$ cat src/rtl/mac_pkg.sv
package mac_pkg;
  parameter int unsigned ACC_W  = 48;
  parameter int unsigned MUL_W  = 24;
  parameter int unsigned HALF_W = 16;
  parameter int unsigned DOT_N  = 3;
  parameter int unsigned CNT_W  = 4;
  localparam int unsigned WORD_W = 2 * HALF_W;

  typedef enum logic [2:0] {
    OP_CLR  = 3'd0,
    OP_LD32 = 3'd1,
    OP_LD48 = 3'd2,
    OP_ST32 = 3'd3,
    OP_ST48 = 3'd4,
    OP_MAC  = 3'd5,
    OP_DOT  = 3'd6
  } mac_op_e;

  function automatic logic [CNT_W-1:0] op_latency(logic [2:0] op);
    case (op)
      OP_CLR:  return CNT_W'(4);
      OP_LD32: return CNT_W'(9);
      OP_LD48: return CNT_W'(9);
      OP_ST32: return CNT_W'(7);
      OP_ST48: return CNT_W'(11);
      OP_MAC:  return CNT_W'(8);
      OP_DOT:  return CNT_W'(6);
      default: return CNT_W'(0);
    endcase
  endfunction

  function automatic logic op_legal(logic [2:0] op);
    return op <= OP_DOT;
  endfunction
endpackage

$ cat src/rtl/mac_mul.sv
module mac_mul #(
  parameter int unsigned W = 24
) (
  input  logic             clk_i,
  input  logic             rst_ni,
  input  logic             en_i,
  input  logic [W-1:0]     x_i,
  input  logic [W-1:0]     y_i,
  output logic [2*W-1:0]   p_o
);
  logic signed [2*W-1:0] full;
  assign full = $signed(x_i) * $signed(y_i);

  always_ff @(posedge clk_i or negedge rst_ni) begin
    if (!rst_ni)   p_o <= '0;
    else if (en_i) p_o <= full;
  end
endmodule

$ cat src/rtl/mac_opsel.sv
module mac_opsel
  import mac_pkg::*;
(
  input  logic [2:0]        op_i,
  input  logic [1:0]        step_i,
  input  logic [ACC_W-1:0]  a_i,
  input  logic [ACC_W-1:0]  b_i,
  output logic [MUL_W-1:0]  x_o,
  output logic [MUL_W-1:0]  y_o,
  output logic [1:0]        sh_o   // shift in HALF_W units
);
  localparam int unsigned PADW = MUL_W - HALF_W;

  logic [MUL_W-1:0] a_lo, a_hi, b_lo, b_hi;
  logic [MUL_W-1:0] ta [DOT_N];
  logic [MUL_W-1:0] tb [DOT_N];

  // low halves are unsigned, high halves carry the sign
  assign a_lo = {{PADW{1'b0}}, a_i[HALF_W-1:0]};
  assign b_lo = {{PADW{1'b0}}, b_i[HALF_W-1:0]};
  assign a_hi = {{PADW{a_i[WORD_W-1]}}, a_i[WORD_W-1:HALF_W]};
  assign b_hi = {{PADW{b_i[WORD_W-1]}}, b_i[WORD_W-1:HALF_W]};

  for (genvar k = 0; k < DOT_N; k++) begin : g_term
    assign ta[k] = {{PADW{a_i[HALF_W*k+HALF_W-1]}}, a_i[HALF_W*k +: HALF_W]};
    assign tb[k] = {{PADW{b_i[HALF_W*k+HALF_W-1]}}, b_i[HALF_W*k +: HALF_W]};
  end

  always_comb begin
    x_o  = '0;
    y_o  = '0;
    sh_o = 2'd0;
    if (op_i == OP_DOT) begin
      for (int k = 0; k < DOT_N; k++) begin
        if (step_i == 2'(k)) begin
          x_o = ta[k];
          y_o = tb[k];
        end
      end
    end else begin
      case (step_i)
        2'd0: begin x_o = a_lo; y_o = b_lo; sh_o = 2'd0; end
        2'd1: begin x_o = a_lo; y_o = b_hi; sh_o = 2'd1; end
        2'd2: begin x_o = a_hi; y_o = b_lo; sh_o = 2'd1; end
        default: begin x_o = a_hi; y_o = b_hi; sh_o = 2'd2; end
      endcase
    end
  end
endmodule

$ cat src/rtl/mac_ctrl.sv
module mac_ctrl
  import mac_pkg::*;
(
  input  logic        clk_i,
  input  logic        rst_ni,
  input  logic        cmd_valid_i,
  input  logic [2:0]  cmd_op_i,
  output logic        accept_o,
  output logic        busy_o,
  output logic        done_o,
  output logic [2:0]  op_o,
  output logic        mul_en_o,
  output logic        add_en_o,
  output logic [1:0]  step_o
);
  logic             busy_q;
  logic [2:0]       op_q;
  logic [CNT_W-1:0] cnt_q;
  logic [1:0]       step_q;
  logic             arith;

  assign accept_o = cmd_valid_i && !busy_q && op_legal(cmd_op_i);
  assign busy_o   = busy_q;
  assign done_o   = busy_q && (cnt_q == '0);
  assign op_o     = op_q;
  assign step_o   = step_q;
  assign arith    = (op_q == OP_MAC) || (op_q == OP_DOT);
  // odd count: multiply pass, even count: accumulate pass
  assign mul_en_o = busy_q && arith && cnt_q[0];
  assign add_en_o = busy_q && arith && !cnt_q[0];

  always_ff @(posedge clk_i or negedge rst_ni) begin
    if (!rst_ni) begin
      busy_q <= 1'b0;
      op_q   <= '0;
      cnt_q  <= '0;
      step_q <= '0;
    end else if (accept_o) begin
      busy_q <= 1'b1;
      op_q   <= cmd_op_i;
      cnt_q  <= op_latency(cmd_op_i) - CNT_W'(1);
      step_q <= '0;
    end else if (busy_q) begin
      if (cnt_q == '0) busy_q <= 1'b0;
      else             cnt_q  <= cnt_q - CNT_W'(1);
      if (add_en_o)    step_q <= step_q + 2'd1;
    end
  end
endmodule

$ cat src/rtl/mac_acc_unit.sv
module mac_acc_unit
  import mac_pkg::*;
(
  input  logic              clk_i,
  input  logic              rst_ni,
  input  logic              cmd_valid_i,
  input  logic [2:0]        cmd_op_i,
  input  logic [ACC_W-1:0]  opa_i,
  input  logic [ACC_W-1:0]  opb_i,
  output logic              busy_o,
  output logic              done_o,
  output logic [ACC_W-1:0]  result_o
);
  localparam int unsigned PROD_W = 2 * MUL_W;

  logic              accept, mul_en, add_en;
  logic [2:0]        op_q;
  logic [1:0]        step, sh;
  logic [ACC_W-1:0]  a_q, b_q, acc_q, res_q, prod_ext;
  logic [MUL_W-1:0]  mx, my;
  logic [PROD_W-1:0] prod_q;

  mac_ctrl u_ctrl (
    .clk_i, .rst_ni, .cmd_valid_i, .cmd_op_i,
    .accept_o(accept), .busy_o, .done_o, .op_o(op_q),
    .mul_en_o(mul_en), .add_en_o(add_en), .step_o(step)
  );

  mac_opsel u_opsel (
    .op_i(op_q), .step_i(step), .a_i(a_q), .b_i(b_q),
    .x_o(mx), .y_o(my), .sh_o(sh)
  );

  mac_mul #(.W(MUL_W)) u_mul (
    .clk_i, .rst_ni, .en_i(mul_en), .x_i(mx), .y_i(my), .p_o(prod_q)
  );

  assign prod_ext = ACC_W'($signed(prod_q));
  assign result_o = res_q;

  always_ff @(posedge clk_i or negedge rst_ni) begin
    if (!rst_ni) begin
      a_q   <= '0;
      b_q   <= '0;
      acc_q <= '0;
      res_q <= '0;
    end else begin
      if (accept) begin
        a_q <= opa_i;
        b_q <= opb_i;
        if (cmd_op_i == OP_DOT) acc_q <= '0;
      end
      if (add_en) begin
        acc_q <= acc_q + (prod_ext << (HALF_W * sh));  // wraps mod 2^ACC_W
      end else if (done_o) begin
        case (op_q)
          OP_CLR:  acc_q <= '0;
          OP_LD32: acc_q <= ACC_W'($signed(a_q[WORD_W-1:0]));
          OP_LD48: acc_q <= a_q;
          OP_ST32: res_q <= {{(ACC_W-WORD_W){1'b0}}, acc_q[WORD_W-1:0]};
          OP_ST48: res_q <= acc_q;
          default: ;
        endcase
      end
    end
  end
endmodule

$ cat config.mk
export PLATFORM = sky130hd
export DESIGN_NAME = mac_acc_unit
export DESIGN_NICKNAME = d
export VERILOG_FILES = /design/src/rtl/mac_pkg.sv /design/src/rtl/mac_mul.sv /design/src/rtl/mac_opsel.sv /design/src/rtl/mac_ctrl.sv /design/src/rtl/mac_acc_unit.sv
export SDC_FILE = /design/constraint.sdc
export NUM_CORES = 2
export LEC_CHECK = 0
export ABC_AREA = 1
export BUFFER_PORTS_ARGS = -buffer_cell sky130_fd_sc_hd__clkbuf_2
export CAP_MARGIN = 20
export CORE_MARGIN = 4
export CORE_UTILIZATION = 35
export DETAILED_ROUTE_END_ITERATION = 10
export PLACE_DENSITY = 0.52
export SLEW_MARGIN = 10
export SYNTH_ARGS = -nofsm -noshare
export SYNTH_HDL_FRONTEND = slang
export SYNTH_SLANG_ARGS = --single-unit
$ cat constraint.sdc
create_clock -name clk_i -period 16.55 [get_ports clk_i]
set_clock_uncertainty 0.2 [all_clocks]
set_input_delay 3.31 -clock clk_i [delete_from_list [all_inputs] [get_ports clk_i]]
set_output_delay 3.31 -clock clk_i [all_outputs]
set_load 0.005 [all_outputs]
Yosys cells after proc, flatten, opt, wreduce, memory -nomap -nowiden
Index checks and enable logic that the tools add are counted.
{"block": "op_classes", "addsub": 4, "reduce_logical": 23, "eq_ne": 15, "muxes": 29, "magnitude_cmp": 1, "n_shift": 1, "multipliers": 1, "bitwise": 1}
{"cell": "24-bit two-way mux", "n": 10}
{"cell": "48-bit two-way mux", "n": 4}
{"cell": "48-bit case mux with 3 select lines", "n": 1}
{"cell": "48-bit case mux with 2 select lines", "n": 1}
{"cell": "48-bit adder", "n": 1}
{"cell": "24-bit by 24-bit multiplier with 48-bit output", "n": 1}
{"cell": "48-bit by 6-bit << shifter with 48-bit output", "n": 1}
{"cell": "4-bit case mux with 6 select lines", "n": 1}
{"cell": "3-bit == test (second input constant)", "n": 6}
{"cell": "4-bit two-way mux", "n": 4}
{"cell": "3-bit by 2-bit == test with 1-bit output (second input constant)", "n": 4}
{"cell": "2-bit two-way mux", "n": 4}
{"cell": "2-bit OR reduction", "n": 4}
{"cell": "4-bit by 1-bit subtractor with 4-bit output (second input constant)", "n": 2}
{"cell": "3-bit by 1-bit == test with 1-bit output (second input constant)", "n": 2}
{"cell": "1-bit logical AND", "n": 6}
{"cell": "3-bit zero test", "n": 2}
{"cell": "2-bit nonzero test", "n": 3}
{"cell": "4-bit zero test", "n": 1}
{"cell": "2-bit case mux with 2 select lines", "n": 1}
{"cell": "2-bit AND reduction", "n": 2}
{"cell": "3-bit <= comparator (second input constant)", "n": 1}
{"cell": "1-bit two-way mux", "n": 3}
{"cell": "3-bit AND reduction", "n": 1}
{"cell": "other kinds (8)", "n": 9}
{"block": "totals", "out_inout_bits": 50, "elab_cells": 84, "reg_bits": 250, "inputBits": 102}

Longest topological paths before layout
{"block": "depth", "ltp_word": 7, "mapped_depth": 41, "depth_no_buf": 38}

Modules after synthesis
Synthesis repeated with hierarchy kept, for this count alone.
{"block": "hier_totals", "cells_unflattened": 5605, "area_unflattened_um2": 40261.1}
{"mod": "mac_mul", "n_inst": 1, "cells_each": 3219, "area_per_inst_um2": 24696.2, "seq_area_each_um2": 1201.2}
{"mod": "mac_acc_unit", "n_inst": 1, "cells_each": 1835, "area_per_inst_um2": 12868.6, "seq_area_each_um2": 4804.6}
{"mod": "mac_opsel", "n_inst": 1, "cells_each": 465, "area_per_inst_um2": 2049.5, "seq_area_each_um2": 0.0}
{"mod": "mac_ctrl", "n_inst": 1, "cells_each": 86, "area_per_inst_um2": 646.9, "seq_area_each_um2": 250.2}

Worst setup path after synthesis
Ideal clock, no wire load.
{"block": "synth_timing", "path_type": "register -> register", "start": "register u_ctrl.step_q[0] (netlist: u_ctrl.step_o[0])", "end": "register u_mul.p_o[30]", "setup_time_ns": 0.117, "slack_ns": 8.791, "period_less_slack_ns": 7.759, "required_ns": 16.233, "n_path_buf": 2, "t_arrival_ns": 7.442, "stages_incl_launch_ff": 29, "path_cell_list": "dfrtp_1 > inv_1 > ha_1 > nor2_1 > clkbuf_1 > nand2_1 > o211ai_1 > nand2_2 > buf_4 > nor2_1 > fa_1 > fa_1 > inv_1 > fa_1 > inv_1 > fa_1 > fa_1 > fa_1 > inv_1 > fa_1 > inv_1 > ha_1 > a21oi_1 > o21ai_0 > a21oi_1 > nand3_1 > or2_2 > nand3_1 > nand2_1"}
{"block": "synth_between", "elab_chain_len": 6, "word_cells_on_any_way": 16, "cone_classes": "mul: 1; eq/ne: 2; mux: 10; reduce/logical: 3"}
{"item": "start, declared", "line_no": "mac_ctrl.sv:19", "source": "logic [1:0] step_q;"}
{"item": "start signal, assigned", "line_no": "mac_ctrl.sv:46", "source": "if (add_en_o) step_q <= step_q + 2'd1;"}
{"item": "2-bit zero test", "line_no": "mac_opsel.sv:35, mac_opsel.sv:41"}
{"item": "24-bit two-way mux (3 in series)", "line_no": "mac_opsel.sv:35", "source": "if (step_i == 2'(k)) begin"}
{"item": "24-bit two-way mux", "line_no": "mac_opsel.sv:33", "source": "if (op_i == OP_DOT) begin"}
{"item": "24-bit by 24-bit multiplier with 48-bit output (*)", "line_no": "mac_mul.sv:12", "source": "assign full = $signed(x_i) * $signed(y_i);"}
{"item": "end signal, assigned", "line_no": "mac_mul.sv:16", "source": "else if (en_i) p_o <= full;"}
{"item": "end, declared", "line_no": "mac_mul.sv:9", "source": "output logic [2*W-1:0] p_o"}
Mark *: on every way between the ends. The rest lies on a longest branch, timed or not.
A chain may end at the register's enable or synchronous reset.

Worst setup path in the final report
{"block": "layout_timing", "start": "register u_ctrl.step_q[1] (netlist: u_ctrl.step_o[1])", "end": "register u_mul.p_o[46]"}
The elaborated chain is that of the path after synthesis.

==> out/results.tsv <==
stage	metric	value	unit
finish	final_common_cell	nand2_1	
synthesis	ys.flop_type	dfrtp_1	
floorplan	ios	152	
global_route	grt_pass1_vias	28400	
synthesis	synthAdderAreaFrac	0.344	
finish	drive_gt1_frac	0.0687	
setup_path	cp-start-kind	flip-flop	
run	cap_violations	0	
synthesis	synthTopCellsByArea	fa_1, dfrtp_1, nand2_1, inv_1, ha_1	
synthesis	syn-cell-area	0.0330	sq mm
floorplan	rows	112	
synthesis	netlist_instances	4504	
timing	slew_headroom	0.314	
route	drc_errors	0	
synthesis	synth_compound_gate_area_share	0.0902	
finish	register_area	0.00626	sq mm
timing	finalCriticalPeriod	9730	ps
cts	cts.clk_slew.worst_paths	70	ps
cts	cts_resized	0	
global_route	overflow	0	
cts	cts.sinks	250	
route	antenna_left	0	
finish	fillers	9925	
global_route	grt_antenna_before_repair	4	
cts	post-cts-setup-buffers	0	
cts	cts_root_buffer	clkbuf_16	
timing	final_hold_viol_count	0	
global_route	grt_max_degree	143	
timing	fin_crit_sh	0.588	
timing	worst_pin_slew	1030	ps
floorplan	fp.dieW	315	microns
cts	cts_inserted_buffers	30	
place	gp_congestion	0.954	
place	hpwl	93800	microns
timing	slew_violations	0	
hold_path	hold_class	reg -> reg	
timing	rsz0062_at_grt	false	
floorplan	die_area	0.0992	sq mm
outcome	status	finished clean	
route	routed_via_density	4.82	
route	first_pass_iters	5	
synthesis	synthDistinctLibCells	45	
synthesis	synth_area_per_cell	7.32	sq um
global_route	grt_pass1_wl	174000	microns
synthesis	synth_top_area_cell	fa_1	
synthesis	yosys.area_share.simple	0.236	
cts	clk_latency	620	ps
cts	cts_tree	built	
synthesis	synth_edf_count	0	
setup_path	worstSetupEndpointType	flip-flop	
finish	area_delta_synth_final	8.92	%
synthesis	syn_nets	5244	
synthesis	synth_mux_area_frac	0.00137	
floorplan	die_y	315	microns
finish	nets	5315	
synthesis	synthArstFlopShare	1.00	
global_route	grt_usage	0.231	
cts	cts_hold_buf	0	
floorplan	initial_core_util	0.353	
setup_path	crit_required	16840	ps
setup_path	cpPeakStageDelay	970	ps
timing	tns	0	ps
floorplan	coreArea	0.0935	sq mm
finish	layout_common_cells	nand2_1, inv_1, fa_1	
cts	cts_max_path_buffers	3	
route	post_drt_wl_per_cell	19.2	microns
synthesis	synth_top_area_frac	0.273	
timing	setup_viol	0	
synthesis	synth_xor_area_frac	0.00929	
synthesis	synth_top_family_by_area	adder cells	
timing	fmax	103	MHz
route	wirelength	113000	microns
route	vias	28200	
place	io_buffers	151	
setup_path	path_max_fanout	32	
synthesis	seq_area_frac_synth	0.190	
setup_path	path_common_cell	fa_1	
setup_path	cp_data_arrival_time	10020	ps
finish	multiInputGateArea	0.0225	sq mm
cts	h-tree-depth	1	
route	drt_iter0_markers	2228	
setup_path	criticalPathCategory	reg -> reg	
synthesis	synth_seq_cells	250	
setup_path	slowest_stage	fa_1	
synthesis	ys_warn_count	0	
[logic make-up (layout without fill, tap and decap cells)]
group | count (synthesis) | count (layout)
buf+inv | 1078 | 1173
flops | 250 | 250
other cells | 0 | 1
simple gates | 1971 | 1971
compound gates | 528 | 528
fa+ha+maj | 638 | 638
mux | 4 | 4
xor+xnor | 35 | 35
[layout make-up]
| cell class | count | share of cell area |
|---|---|---|
| antenna | 1 | 0.0000697 |
| clock buffer | 41 | 0.0237 |
| clock inverter | 15 | 0.00568 |
| inverter | 939 | 0.0982 |
| multi-input combinational | 3176 | 0.626 |
| sequential | 250 | 0.174 |
| tap | 1254 | 0.0437 |
| timing repair buffer | 178 | 0.0282 |
[worst max-delay path: cells and delay by family (launching register included)]
family                   cells  cell delay (ps)
buffers and inverters        6             1050
flip-flops                   1              400
AND/OR/NAND/NOR             13             2550
adder cells (fa/ha/maj)      9             5080
AO/OA/AOI/OAI                1              250
[state kept, by name, summed over array words and instances, names as in the netlist]
register       cells
u_ctrl.cnt_q       4
a_q               48
u_ctrl.op_o        3
u_mul.p_o         48
result_o          48
acc_q             48
u_ctrl.busy_o      1
b_q               48
u_ctrl.step_o      2
[cell usage after synthesis, drive strengths merged, types with 12 or more instances]
master and count:
nand3 116, fa 449, nor2 420, nor3 12, xor2 20, nand4 14, clkbuf 52, xnor2 15
inv 938, dfrtp 250, ha 189, a221o 24, o211ai 36, o21ai 248, a21oi 160, buf 87
nand2 1388, o22ai 28
[stage by stage]
| step | hold slack (ps) | setup slack [ps] | instances | utilization | area, sq um |
|---|---|---|---|---|---|
| floorplan | 249 | 8790 | 4504 | - | 33000 |
| global placement | 269 | 6400 | 5795 | 0.372 | 34800 |
| detailed placement | 266 | 6300 | 5795 | 0.372 | 34800 |
| CTS | 289 | 6250 | 5851 | 0.384 | 35900 |
| global route | 313 | 6250 | 5853 | 0.384 | 35900 |
| finish | 282 | 6820 | 5854 | 0.384 | 35900 |
[path summary, 6_finish.rpt]
path                            slack (ps)  depth (start not counted)               to             start
worst min register to register         280                          2     result_o[10]      result_o[10]
min in group asynchronous             2550                          1  u_ctrl.cnt_q[2]            rst_ni
worst min-delay path                   280                          2     result_o[10]      result_o[10]
max in group asynchronous            12150                          2        acc_q[26]            rst_ni
worst max-delay path                  6820                         29    u_mul.p_o[46]  u_ctrl.step_o[1]
worst max register to register        6820                         29    u_mul.p_o[46]  u_ctrl.step_o[1]
[per-layer routing]
layer | track usage | wire length (microns) | vias up
met5 | 0 | 7 | -
met4 | 0.0489 | 2770 | 2
met3 | 0.0303 | 6230 | 114
met2 | 0.368 | 51200 | 699
met1 | 0.335 | 52400 | 13700
li1 | - | - | 13700
Power is not shown: default switching activity piles up to over one toggle a cycle in this logic, so the estimate is an artifact.
